## src/rtl/pt_walker_pkg.sv

```systemverilog
package pt_walker_pkg;

    typedef enum logic [1:0] {
        ACC_READ  = 2'd0,
        ACC_WRITE = 2'd1,
        ACC_FETCH = 2'd2,
        ACC_READ2 = 2'd3
    } acc_e;

    typedef enum logic [2:0] {
        FLT_NONE   = 3'd0,
        FLT_ABSENT = 3'd1,
        FLT_WRITE  = 3'd2,
        FLT_USER   = 3'd3,
        FLT_EXEC   = 3'd4
    } flt_e;

    typedef enum logic [1:0] {
        ST_IDLE,
        ST_ISSUE,
        ST_WAIT,
        ST_DONE
    } walk_st_e;

    localparam int PTE_PRESENT = 0;
    localparam int PTE_WRITE   = 1;
    localparam int PTE_USER    = 2;
    localparam int PTE_NOEXEC  = 63;

endpackage

```

## src/rtl/pt_index_sel.sv

```systemverilog
module pt_index_sel #(
    parameter int IDX_W   = 9,
    parameter int LEVELS  = 4,
    parameter int FRAME_W = 28,
    parameter int ENT_B   = 3,
    localparam int LVL_W  = $clog2(LEVELS),
    localparam int ADDR_W = FRAME_W + IDX_W + ENT_B
) (
    input  logic [LEVELS*IDX_W-1:0] va_idx_bits,
    input  logic [LVL_W-1:0]        level,
    input  logic [FRAME_W-1:0]      table_frame,
    output logic [ADDR_W-1:0]       entry_addr
);

    logic [IDX_W-1:0] idx_by_lvl [LEVELS];

    // level 0 takes the most significant index slice
    for (genvar g = 0; g < LEVELS; g++) begin : g_slice
        assign idx_by_lvl[g] = va_idx_bits[(LEVELS-1-g)*IDX_W +: IDX_W];
    end

    assign entry_addr = {table_frame, idx_by_lvl[level], {ENT_B{1'b0}}};

endmodule

```

## src/rtl/pt_entry_check.sv

```systemverilog
module pt_entry_check
    import pt_walker_pkg::*;
(
    input  logic       present,
    input  logic       writable,
    input  logic       user_ok,
    input  logic       no_exec,
    input  logic [1:0] kind,
    input  logic       user_mode,
    output flt_e       code
);

    // rank: absent, user, write, exec
    always_comb begin
        if (!present)                              code = FLT_ABSENT;
        else if (user_mode && !user_ok)            code = FLT_USER;
        else if ((kind == ACC_WRITE) && !writable) code = FLT_WRITE;
        else if ((kind == ACC_FETCH) && no_exec)   code = FLT_EXEC;
        else                                       code = FLT_NONE;
    end

    always_comb begin
        if (code == FLT_WRITE) begin
            a_r6_write_code_needs_write: assert (kind == ACC_WRITE);
        end
    end

endmodule

```

## src/rtl/pt_walker.sv

```systemverilog
module pt_walker
    import pt_walker_pkg::*;
#(
    parameter int VA_W   = 48,
    parameter int PA_W   = 40,
    parameter int OFF_W  = 12,
    parameter int IDX_W  = 9,
    parameter int LEVELS = 4,
    parameter int PTE_W  = 64,
    localparam int FRAME_W = PA_W - OFF_W,
    localparam int LVL_W   = $clog2(LEVELS),
    localparam int ENT_B   = $clog2(PTE_W / 8)
) (
    input  logic               clk,
    input  logic               rst_n,
    input  logic               req_valid,
    input  logic [VA_W-1:0]    req_va,
    input  logic [1:0]         req_kind,
    input  logic               req_user,
    input  logic [FRAME_W-1:0] root_frame,
    output logic               busy,
    output logic               mem_rd_en,
    output logic [PA_W-1:0]    mem_rd_addr,
    input  logic               mem_rd_valid,
    input  logic [PTE_W-1:0]   mem_rd_data,
    output logic               done,
    output logic [PA_W-1:0]    pa,
    output logic [2:0]         fault,
    output logic [LVL_W-1:0]   fault_level,
    output logic               set_accessed,
    output logic               set_dirty
);

    localparam logic [LVL_W-1:0] LAST_LVL = LVL_W'(LEVELS - 1);

    walk_st_e           state_q, state_d;
    logic [VA_W-1:0]    va_q;
    logic [1:0]         kind_q;
    logic               user_q;
    logic [FRAME_W-1:0] frame_q;
    logic [LVL_W-1:0]   level_q;
    flt_e               chk_code;
    flt_e               fault_q;
    logic [LVL_W-1:0]   flvl_q;
    logic [PA_W-1:0]    pa_q;
    logic               acc_q, dirty_q;
    logic               rsp_take, walk_end;

    wire unused_pte_bits = ^{mem_rd_data[PTE_W-2:PA_W], mem_rd_data[OFF_W-1:3]};

    pt_index_sel #(
        .IDX_W  (IDX_W),
        .LEVELS (LEVELS),
        .FRAME_W(FRAME_W),
        .ENT_B  (ENT_B)
    ) u_idx (
        .va_idx_bits(va_q[VA_W-1:OFF_W]),
        .level      (level_q),
        .table_frame(frame_q),
        .entry_addr (mem_rd_addr)
    );

    pt_entry_check u_chk (
        .present  (mem_rd_data[PTE_PRESENT]),
        .writable (mem_rd_data[PTE_WRITE]),
        .user_ok  (mem_rd_data[PTE_USER]),
        .no_exec  (mem_rd_data[PTE_NOEXEC]),
        .kind     (kind_q),
        .user_mode(user_q),
        .code     (chk_code)
    );

    assign rsp_take = (state_q == ST_WAIT) && mem_rd_valid;
    assign walk_end = rsp_take && ((chk_code != FLT_NONE) || (level_q == LAST_LVL));

    always_comb begin
        state_d = state_q;
        unique case (state_q)
            ST_IDLE:  if (req_valid) state_d = ST_ISSUE;
            ST_ISSUE: state_d = ST_WAIT;
            ST_WAIT:  if (walk_end) state_d = ST_DONE;
                      else if (rsp_take) state_d = ST_ISSUE;
            ST_DONE:  state_d = ST_IDLE;
            default:  state_d = ST_IDLE;
        endcase
    end

    always_ff @(posedge clk) begin
        if (!rst_n) state_q <= ST_IDLE;
        else        state_q <= state_d;
    end

    always_ff @(posedge clk) begin
        if (!rst_n) begin
            va_q    <= '0;
            kind_q  <= '0;
            user_q  <= 1'b0;
            frame_q <= '0;
            level_q <= '0;
            fault_q <= FLT_NONE;
            flvl_q  <= '0;
            pa_q    <= '0;
            acc_q   <= 1'b0;
            dirty_q <= 1'b0;
        end else begin
            if ((state_q == ST_IDLE) && req_valid) begin
                va_q    <= req_va;
                kind_q  <= req_kind;
                user_q  <= req_user;
                frame_q <= root_frame;
                level_q <= '0;
            end
            if (walk_end) begin
                fault_q <= chk_code;
                flvl_q  <= level_q;
                if (chk_code == FLT_NONE) begin
                    pa_q    <= {mem_rd_data[PA_W-1:OFF_W], va_q[OFF_W-1:0]};
                    acc_q   <= 1'b1;
                    dirty_q <= (kind_q == ACC_WRITE);
                end else begin
                    pa_q    <= '0;
                    acc_q   <= 1'b0;
                    dirty_q <= 1'b0;
                end
            end else if (rsp_take) begin
                frame_q <= mem_rd_data[PA_W-1:OFF_W];
                level_q <= level_q + 1'b1;
            end
        end
    end

    assign busy         = (state_q != ST_IDLE);
    assign mem_rd_en    = (state_q == ST_ISSUE);
    assign done         = (state_q == ST_DONE);
    assign pa           = pa_q;
    assign fault        = fault_q;
    assign fault_level  = flvl_q;
    assign set_accessed = acc_q;
    assign set_dirty    = dirty_q;

    a_r3_no_read_while_waiting: assert property (@(posedge clk) disable iff (!rst_n)
        (state_q == ST_WAIT && !mem_rd_valid) |=> !mem_rd_en);

    a_r10_done_single_cycle: assert property (@(posedge clk) disable iff (!rst_n)
        done |=> !done);

    a_r9_fault_clears_result: assert property (@(posedge clk) disable iff (!rst_n)
        (done && fault != 3'd0) |-> (pa == '0 && !set_accessed && !set_dirty));

    a_r8_dirty_only_on_write: assert property (@(posedge clk) disable iff (!rst_n)
        (done && set_dirty) |-> (set_accessed && kind_q == ACC_WRITE));

    a_r11_request_held_while_busy: assert property (@(posedge clk) disable iff (!rst_n)
        busy |=> $stable(va_q));

    a_r4_absent_stops_walk: assert property (@(posedge clk) disable iff (!rst_n)
        (rsp_take && !mem_rd_data[PTE_PRESENT]) |=> (done && fault == 3'd1));

endmodule

```

## config.mk

```make
export PLATFORM = sky130hd
export DESIGN_NAME = pt_walker
export DESIGN_NICKNAME = d
export VERILOG_FILES = /design/src/rtl/pt_walker_pkg.sv /design/src/rtl/pt_index_sel.sv /design/src/rtl/pt_entry_check.sv /design/src/rtl/pt_walker.sv
export SDC_FILE = /design/constraint.sdc
export NUM_CORES = 1
export LEC_CHECK = 0
export BUFFER_PORTS_ARGS = -buffer_cell sky130_fd_sc_hd__buf_4
export CAP_MARGIN = 20
export CELL_PAD_IN_SITES_DETAIL_PLACEMENT = 0
export CELL_PAD_IN_SITES_GLOBAL_PLACEMENT = 2
export CORE_MARGIN = 2
export CORE_UTILIZATION = 24
export CTS_CLUSTER_DIAMETER = 40
export CTS_CLUSTER_SIZE = 8
export DETAILED_ROUTE_END_ITERATION = 7
export GPL_TIMING_DRIVEN = 0
export PLACE_DENSITY = 0.75
export SYNTH_ARGS = -nofsm -noshare
export SYNTH_HDL_FRONTEND = slang
export SYNTH_SLANG_ARGS = --single-unit
```

## constraint.sdc

```tcl
create_clock -name clk -period 1.8 [get_ports clk]
set_input_delay 0.27 -clock clk [delete_from_list [all_inputs] [get_ports clk]]
set_output_delay 0.27 -clock clk [all_outputs]
set_load 0.03 [all_outputs]
```

==> impl_metrics.yaml, run 1 <==
status:
  status: "complete, but fails checks"
  violations: "negative setup slack"
timing:
  finalSetupViolations: 37
  drv_slew: 0
  hold_viol: 0
  slew_headroom: 0.443
  whs_ns: 0.0739
  rsz0062_at_grt: "yes"
  min_period_ns: 1.91
  layout_setup_ws_ns: -0.109
  finalCritPeriodShare: 1.06
  tightest_slew_ns: 0.836
  fmax_ghz: 0.524
  fin_skew_ns: 0.00713
power_and_ir_drop:
  ir_drop_uv: 606
  p_leak_uw: 0.00334
  p_per_area_nw_per_um2: 943
place:
  place_area_um2: 7010
  hpwl_mm: 13.9
  portBuffers: 200
  place_ws_ns: -0.852
  gp_congestion: 0.780
routing:
  drc: 0
  dr.max_layer_used: "met4"
  route.met2.wl_mm: 8.78
  drt-initial-drc-count: 202
  wl_per_cell_um: 17.8
  wl_met3_mm: 1.32
  drt_wl_total_mm: 19.1
  met1_length_mm: 8.69
  avgViaCountPerCell: 4.65
  dr.pass1.iters: 5
  ant_nets: 0
  vias: 4998
setup_path:
  max_stage_delay_ns: 0.54
  cp_slowest_cell: "mux4_2"
  ff2ff_path_depth: 6
  reg2reg_from: "kind_q[0]"
  critPathRequiredTime_ns: 1.53
  cp_num_cells: 3
  crit_family: "multiplexers"
  path_cells: "buf_12, mux4_2, buf_6"
  crit_fanout: 8
  crit_path_end_kind: "output pin"
  timing.rr.end: "frame_q[24]"
  arrival_ns: 1.64
  startpoint_type: "register"
  crit_buf_inv: 2
  worstSetupPathType: "reg2out"
  rrSetupSlack_ns: -0.08
logic_synthesis:
  synth_warnings: 0
  synth-seq-cells: 130
  synthCells: 552
  syn_area_um2: 5150
  yosysUniqueCellTypes: 35
  ys_seq_area_frac: 0.505
  synth_area_per_cell_um2: 9.34
floorplanning:
  die_h_um: 151
  dieArea_um2: 22700
  ios: 237
  die_w_um: 151
  core_area_um2: 21000
  start_util: 0.245
  num_rows: 53
clocking:
  ctsRootBufferMaster: "clkbuf_16"
  path_clk_slew_ns: 0.06
  cts.sinks: 130
  cts_buffers: 17
  clock_latency_ns: 0.42
  max-clock-path-buffers: 2
  htreeDepth: 4
  cts_tree: "yes"
global_routing:
  grt_pass1_vias: 5110
  grt_pass1_wl_mm: 28.3
  groute.usage.overall: 0.166
  grt_max_degree: 17
  antenna_found_initial: 0
  grt.overflow.total: 0
layout:
  drive_gt1_frac: 0.422
  finalInstanceArea_um2: 8070
  area_growth_pct: 56.6
  nets: 934
  n_antenna_cell: 0
min_path:
  holdPathEnd: "pa[30]"
  min-delay-start: "mem_rd_data[30]"
  hold_class: "in2reg"
  whs_path_depth: 2
run:
  cap_violations: 0
## final cells by class
class | instances | area [um^2]
buffer | 54 | 364
clock buffer | 17 | 425
clock inverter | 15 | 148
fill | 2162 | 12900
inverter | 3 | 11.3
multi-input combinational | 365 | 2450
sequential | 130 | 2610
tap | 275 | 344
timing repair buffer | 215 | 1720
## cell usage after synthesis
cell type,n,area share
o211ai_1,3,0.0044
a31o_2,1,0.0017
and3b_1,2,0.0034
a31o_1,1,0.0017
nor4_2,1,0.0024
a311oi_2,20,0.058
buf_1,2,0.0015
mux4_2,9,0.039
dfxtp_1,130,0.50
buf_2,3,0.0029
o21a_1,1,0.0015
clkbuf_1,42,0.031
a21oi_1,54,0.052
nor2b_1,2,0.0024
inv_1,3,0.0022
a32o_1,40,0.078
or3_1,3,0.0036
nand2_1,167,0.12
nor3_1,30,0.029
nor2_1,2,0.0015
nand3_1,1,0.00097
nand4_1,1,0.0012
buf_4,6,0.0087
conb_1,1,0.00073
or2_1,1,0.0012
mux2i_1,5,0.0097
a21boi_0,1,0.0015
nand2b_1,1,0.0012
ha_1,1,0.0024
o21ai_1,1,0.00097
nand3b_1,1,0.0015
buf_6,3,0.0066
and2_1,3,0.0036
a311oi_1,8,0.014
nor3b_1,2,0.0029
## worst register-to-register path, cell delays in order (launching register included)
cell and delay (ns):
dfxtp_4 0.37, and3b_2 0.22, or3_4 0.44, or2_1 0.24
buf_6 0.14, buf_12 0.14, a311oi_2 0.24
## how the worst max path moves through the flow
stage                     from              to  slack [ns]
floorplan           level_q[0]     frame_q[12]        0.01
global placement    state_q[1]          pa[20]       -0.77
detailed placement  state_q[1]          pa[29]       -0.85
CTS                 level_q[0]  mem_rd_addr[8]       -0.13
global route        level_q[0]  mem_rd_addr[8]       -0.16
finish              level_q[0]  mem_rd_addr[8]       -0.11
## layout by cell type, fill, tap and decap left out, types with 3 or more instances in the layout
cell,instances
clkbuf_4,5
clkinvlp_4,4
clkbuf_16,20
nor3_1,20
mux2i_1,5
a32o_1,40
nor3_2,8
inv_6,7
clkbuf_2,10
clkinv_4,3
a311oi_2,28
buf_12,5
o211ai_1,3
dfxtp_1,127
conb_1,3
buf_8,3
nand2_1,166
a21oi_1,54
inv_1,3
buf_6,11
buf_4,207
mux4_2,9
clkbuf_1,24
## flip-flops by register name, summed over array words and instances (netlist names), 2 cells and up
register and cells:
kind_q 2, fault 3, va_q 48, state_q 2, pa 40, level_q 2
frame_q 28, fault_level 2
## kinds of logic after synthesis
family	after synthesis	share of synthesized area
other	1	0.000728
buffers and inverters	59	0.0524
adder cells (fa/ha/maj)	1	0.00243
flip-flops	130	0.505
AND/OR/NAND/NOR	217	0.177
multiplexers	14	0.0490
AO/OA/AOI/OAI	130	0.214
## power breakdown
part | internal [uW] | switching, uW
clock | 1940 | 1480
combinational | 476 | 624
sequential | 3010 | 83.7
total | 5420 | 2190
## per-stage QoR
step	TNS, ns	instances	utilization	power, uW
6_report	-1.44	1074	0.384	7610
5_1_grt	-3.50	1074	0.384	7900
4_1_cts	-3.73	1071	0.374	7660
3_5_place_dp	-57.03	1029	0.334	4180
3_3_place_gp	-48.48	1029	0.334	4170
2_1_floorplan	0	554	-	3680
## repair_timing
| item | in CTS | in global routing |
|---|---|---|
| hold buffers | 0 | 0 |
| gates resized for setup | 59 | 49 |
| endpoints found under the setup margin | 138 | 133 |
| cloned | 0 | 3 |
| buffers inserted | 11 | 1 |
| pin swaps | 1 | 7 |
## layer usage
metal  vias up  GRT usage
met2       169      0.262
met4         0     0.0500
met1      2363      0.217
li1       2450          -
met5         -          0
met3        16     0.0506
Note: power is estimated with default switching activity, not from simulation.
==> run 2: changes to the inputs <==
clock period = 1.6 ns   (was 1.8 ns; I/O delays follow)
==> impl_metrics.yaml, run 2 (same netlist as run 1, synthesis figures left out) <==
setup_path:
  startpoint_type: "register"
  path_cells: "buf_12, mux4_2, buf_6"
  crit_start: "level_q[0]"
  reg2reg_from: "kind_q[0]"
  timing.rr.end: "frame_q[20]"
  critPathRequiredTime_ns: 1.36
  crit_end: "mem_rd_addr[8]"
  arrival_ns: 1.65
  max_stage_delay_ns: 0.54
  crit_fanout: 8
  cp_slowest_cell: "mux4_2"
  crit_path_end_kind: "output pin"
  rrSetupSlack_ns: -0.28
  worstSetupPathType: "reg2out"
  ff2ff_path_depth: 6
place:
  dp.cells: 1029
  gp_congestion: 0.770
  portBuffers: 200
  hpwl_mm: 14.1
routing:
  avgViaCountPerCell: 4.71
  ant_nets: 0
  drt_wl_total_mm: 19.3
  drt-initial-drc-count: 219
  wl_per_cell_um: 17.9
  dr.pass1.iters: 4
  drc: 0
  vias: 5070
clocking:
  max-clock-path-buffers: 2
  cts_buffers: 17
  htreeDepth: 4
  ctsRootBufferMaster: "clkbuf_16"
  path_clk_slew_ns: 0.06
  cts.sinks: 130
  clock_latency_ns: 0.42
  cts_tree: "yes"
power_and_ir_drop:
  finalPower_uw: 8740
  p_per_area_nw_per_um2: 1070
  p_leak_uw: 0.00340
  ir_drop_uv: 661
timing:
  fmax_ghz: 0.529
  slew_headroom: 0.436
  tightest_slew_ns: 0.846
  setup_tns_ns: -19.30
  finalCritPeriodShare: 1.18
  rsz0062_at_grt: "yes"
  fin_skew_ns: 0.00679
  hold_viol: 0
  finalSetupViolations: 86
  layout_setup_ws_ns: -0.292
  drv_slew: 0
  min_period_ns: 1.89
layout:
  regMostFlops: "va_q"
  largest_register_ffs: 48
  area_growth_pct: 58.4
  drive_gt1_frac: 0.428
  n_antenna_cell: 0
  stdcell_count: 1077
  layout_commonest_cell: "buf_4"
  nets: 937
  layout_common_cells: "208 x buf_4, 166 x nand2_1, 127 x dfxtp_1"
floorplanning:
  ios: 237
  die_h_um: 151
  num_rows: 53
  dieArea_um2: 22700
  core_area_um2: 21000
  die_w_um: 151
  start_util: 0.245
global_routing:
  grt.overflow.total: 0
  antenna_found_initial: 0
  grt_max_degree: 17
  grt_pass1_vias: 5139
  groute.usage.overall: 0.165
  grt_pass1_wl_mm: 28.3
status:
  status: "complete, but fails checks"
  violations: "negative setup slack"
run:
  cap_violations: 0
min_path:
  hold_class: "in2reg"
[run 2: cell count changes in the layout (fill, tap and decap cells not counted), sizes merged]
cell      change
buf           +7
bufinv        +1
clkinv        +1
clkinvlp      +1
inv           -7
[run 2: critical path: cells and delay by family, from the launching register on]
| kind | cells | cell delay, ns |
|---|---|---|
| multiplexers | 1 | 0.54 |
| flip-flops | 1 | 0.39 |
| buffers and inverters | 2 | 0.30 |
[run 2: stage by stage]
step	instance area [um^2]	hold WS (ns)	setup WS [ns]	utilization
4_1_cts	7880	0.0294	-0.315	0.375
6_report	8160	0.0451	-0.292	0.388
3_5_place_dp	7040	0.448	-0.997	0.335
2_1_floorplan	5200	0.366	-0.162	-
5_1_grt	8160	0.0321	-0.351	0.388
3_3_place_gp	7040	0.443	-0.960	0.335
[run 2: worst min-delay path by stage]
stage	slack [ns]	to	cells past startpoint	startpoint
final	0.05	pa[36]	2	mem_rd_data[36]
after global routing	0.03	pa[26]	2	mem_rd_data[26]
after CTS	0.03	pa[29]	2	mem_rd_data[29]
after detailed placement	0.45	va_q[24]	2	va_q[24]
after global placement	0.44	va_q[5]	2	va_q[5]
after floorplan	0.37	pa[12]	1	mem_rd_data[12]
[run 2: power breakdown]
group / internal (uW) / switching [uW]
clock network: 2460 / 1530
registers: 3390 / 96.4
logic: 561 / 702
[run 2: area by class of cell]
cell class	count	area [um^2]
fill	2146	12900
sequential	130	2610
multi-input combinational	365	2420
timing repair buffer	221	1790
clock buffer	21	480
buffer	51	372
tap	275	344
clock inverter	11	129
inverter	3	11.3
[run 2: layer usage]
layer	global-route usage	up-vias	wire length [um]
met2	0.258	179	8860
met5	0	-	0
met4	0.0415	0	195
met1	0.221	2431	8940
li1	-	2446	-
met3	0.0500	14	1310
[run 2: what timing repair did]
item                                    CTS  global route
pin swaps                                 3            18
buffers inserted                         12             4
hold buffers                              0             0
resized for setup                        43            64
cloned                                    0             5
endpoints found under the setup margin  138           130
==> run 3: changes to the inputs <==
ABC_AREA = 1   (was unset)
CORE_MARGIN = unset   (was 2)
CORE_UTILIZATION = 22   (was 24)
==> impl_metrics.yaml, run 3 <==
layout:
  nets: 1189
  largest_register_ffs: 48
  finalInstanceArea_um2: 8730
  fill_cells: 2704
  layout_commonest_cell: "buf_4"
  area_growth_pct: 57.3
  layout_common_cells: "209 x buf_4, 186 x nand2_1, 158 x nor2_1"
  multi_input_area_um2: 2760
  regMostFlops: "va_q"
  stdcell_count: 1379
  seqCellArea_um2: 2610
  drive_gt1_frac: 0.348
clocking:
  path_clk_slew_ns: 0.06
  cts.sinks: 130
  htreeDepth: 4
  clock_latency_ns: 0.43
  ctsRootBufferMaster: "clkbuf_16"
  max-clock-path-buffers: 2
  cts_hold_buf: 0
  cts_buffers: 17
  cts_tree: "yes"
setup_path:
  crit_fanout: 5
  critPathRequiredTime_ns: 1.36
  timing.rr.end: "frame_q[23]"
  startpoint_type: "register"
  worstSetupPathType: "reg2out"
  reg2reg_from: "level_q[0]"
  rrSetupSlack_ns: 0.08
  ff2ff_path_depth: 9
  arrival_ns: 1.46
  crit_path_end_kind: "output pin"
power_and_ir_drop:
  finalPower_uw: 9330
  p_int_uw: 6470
  pwr-share-comb: 0.198
  ir_drop_uv: 592
  p_per_area_nw_per_um2: 1070
  switching_share: 0.306
  clockPowerShare: 0.414
  p_seq_frac: 0.388
  p_switching_uw: 2860
  p_leak_uw: 0.00404
logic_synthesis:
  ys_seq_area_frac: 0.469
  synth_edf_count: 0
  syn_area_um2: 5550
  synth.area.top_cells: "dfxtp_1 47%, nand2_1 13%, nor2_1 12%"
  synth_top_area_frac: 0.469
  yosysUniqueCellTypes: 25
  ys.flop_type: "dfxtp_1"
  synth_area_per_cell_um2: 6.89
  synthMostInstantiatedCell: "nand2_1"
  yosysTopAreaCell: "dfxtp_1"
  synthCells: 805
  ys_async_sr_fraction: 0
  synth_warnings: 0
  ys_top_cells_by_count: "190 x nand2_1, 183 x nor2_1, 130 x dfxtp_1, 76 x o21ai_0, 47 x a21oi_1"
  synth-seq-cells: 130
global_routing:
  groute.usage.overall: 0.170
  antenna_found_initial: 1
  grt_pass1_wl_mm: 33.3
  grt_max_degree: 17
  grt_pass1_vias: 5889
  grt.overflow.total: 0
timing:
  hold_viol: 0
  min_period_ns: 1.70
  rsz0062_at_grt: "yes"
  layout_setup_ws_ns: -0.0980
  fin_skew_ns: 0.00818
  whs_ns: 0.0380
  finalSetupViolations: 9
  tightest_slew_ns: 0.585
  drv_slew: 0
  slew_headroom: 0.610
  fmax_ghz: 0.589
  finalCritPeriodShare: 1.06
run:
  cap_violations: 0
routing:
  wl_per_cell_um: 15.6
  drc: 0
  avgViaCountPerCell: 4.29
  vias: 5910
  drt-initial-drc-count: 291
  drt_wl_total_mm: 21.5
  dr.pass1.iters: 4
  ant_nets: 0
min_path:
  whs_path_depth: 3
  holdPathEnd: "frame_q[27]"
  min-delay-start: "mem_rd_data[39]"
  hold_class: "in2reg"
floorplanning:
  core_area_um2: 24500
  die_h_um: 161
  start_util: 0.226
  dieArea_um2: 25900
  ios: 237
  die_w_um: 161
  num_rows: 57
status:
  violations: "negative setup slack"
  status: "complete, but fails checks"
place:
  place_area_um2: 7470
  dp.cells: 1332
  gp_congestion: 0.743
  hpwl_mm: 15.6
  portBuffers: 201
  place_ws_ns: -0.297
==> run 3: cell types whose count changed after synthesis, sizes merged, moves of 7 or more <==
cell / before / now
clkbuf: 42 / 25
mux4: 9 / 0
o22ai: 0 / 9
nand2: 167 / 192
nor2: 2 / 185
a32o: 40 / 0
o21ai: 1 / 77
inv: 3 / 47
buf: 14 / 37
a311oi: 28 / 0
nor3: 30 / 2
nand4: 1 / 41
a21oi: 54 / 47
==> run 3: kinds of logic after synthesis <==
family | after synthesis | synth area share
buffers and inverters | 110 | 0.0888
other | 1 | 0.000676
AOI/OAI and AO/OA | 135 | 0.125
DFF | 130 | 0.469
and+or+nand+nor | 428 | 0.314
adders and majority gates | 1 | 0.00225
==> run 3: final cells by class <==
cell class | count | area share
Multi-Input combinational cell | 567 | 0.316
Sequential cell | 130 | 0.299
Timing Repair Buffer | 216 | 0.198
Buffer | 61 | 0.0527
Clock buffer | 20 | 0.0523
Tap cell | 324 | 0.0464
Inverter | 48 | 0.0218
Clock inverter | 12 | 0.0140
Antenna cell | 1 | 0.000287
==> run 3: metal layers <==
metal,vias to the layer above,GRT usage,routed length [um]
met2,167,0.279,10200
met4,0,0.0527,355
li1,3051,-,-
met1,2673,0.221,9920
met3,19,0.0390,1110
met5,-,0,0
==> run 3: through the flow <==
step                setup TNS [ns]  utilization
finish                      -0.739        0.356
global placement            -12.77        0.305
global route                 -1.23        0.356
detailed placement          -14.95        0.305
CTS                          -1.12        0.350
floorplan                        0            -
==> run 3: worst max path at each step <==
stage                from              end  slack [ns]  cells past startpoint
2_1_floorplan  level_q[0]  mem_rd_addr[10]        0.04                      4
3_3_place_gp   level_q[0]      frame_q[16]       -0.29                     10
3_5_place_dp   level_q[0]      frame_q[16]       -0.30                     10
4_1_cts        level_q[0]  mem_rd_addr[10]       -0.09                      4
5_1_grt        level_q[0]  mem_rd_addr[10]       -0.15                      5
6_report       level_q[0]   mem_rd_addr[8]        -0.1                      4
==> run 3: power groups by stage <==
stage	Clock (uW)	Combinational, uW	Sequential (uW)
after floorplan	0	851	3770
after global placement	0	1700	3660
after detailed placement	0	1700	3660
after CTS	3970	1820	3620
after global routing	4110	2050	3650
final	3860	1850	3620
==> run 3: critical path: stages (launching register included) <==
cell and delay [ns]:
dfxtp_4 0.42, clkbuf_8 0.18, o21ai_2 0.06, o22ai_2 0.21, buf_6 0.16
==> run 3: what timing repair did <==
action | CTS | global route
setup buffers | 10 | 1
resized for setup | 129 | 47
endpoints found under the setup margin | 107 | 136
pin swaps | 13 | 12
gates cloned | 3 | 1
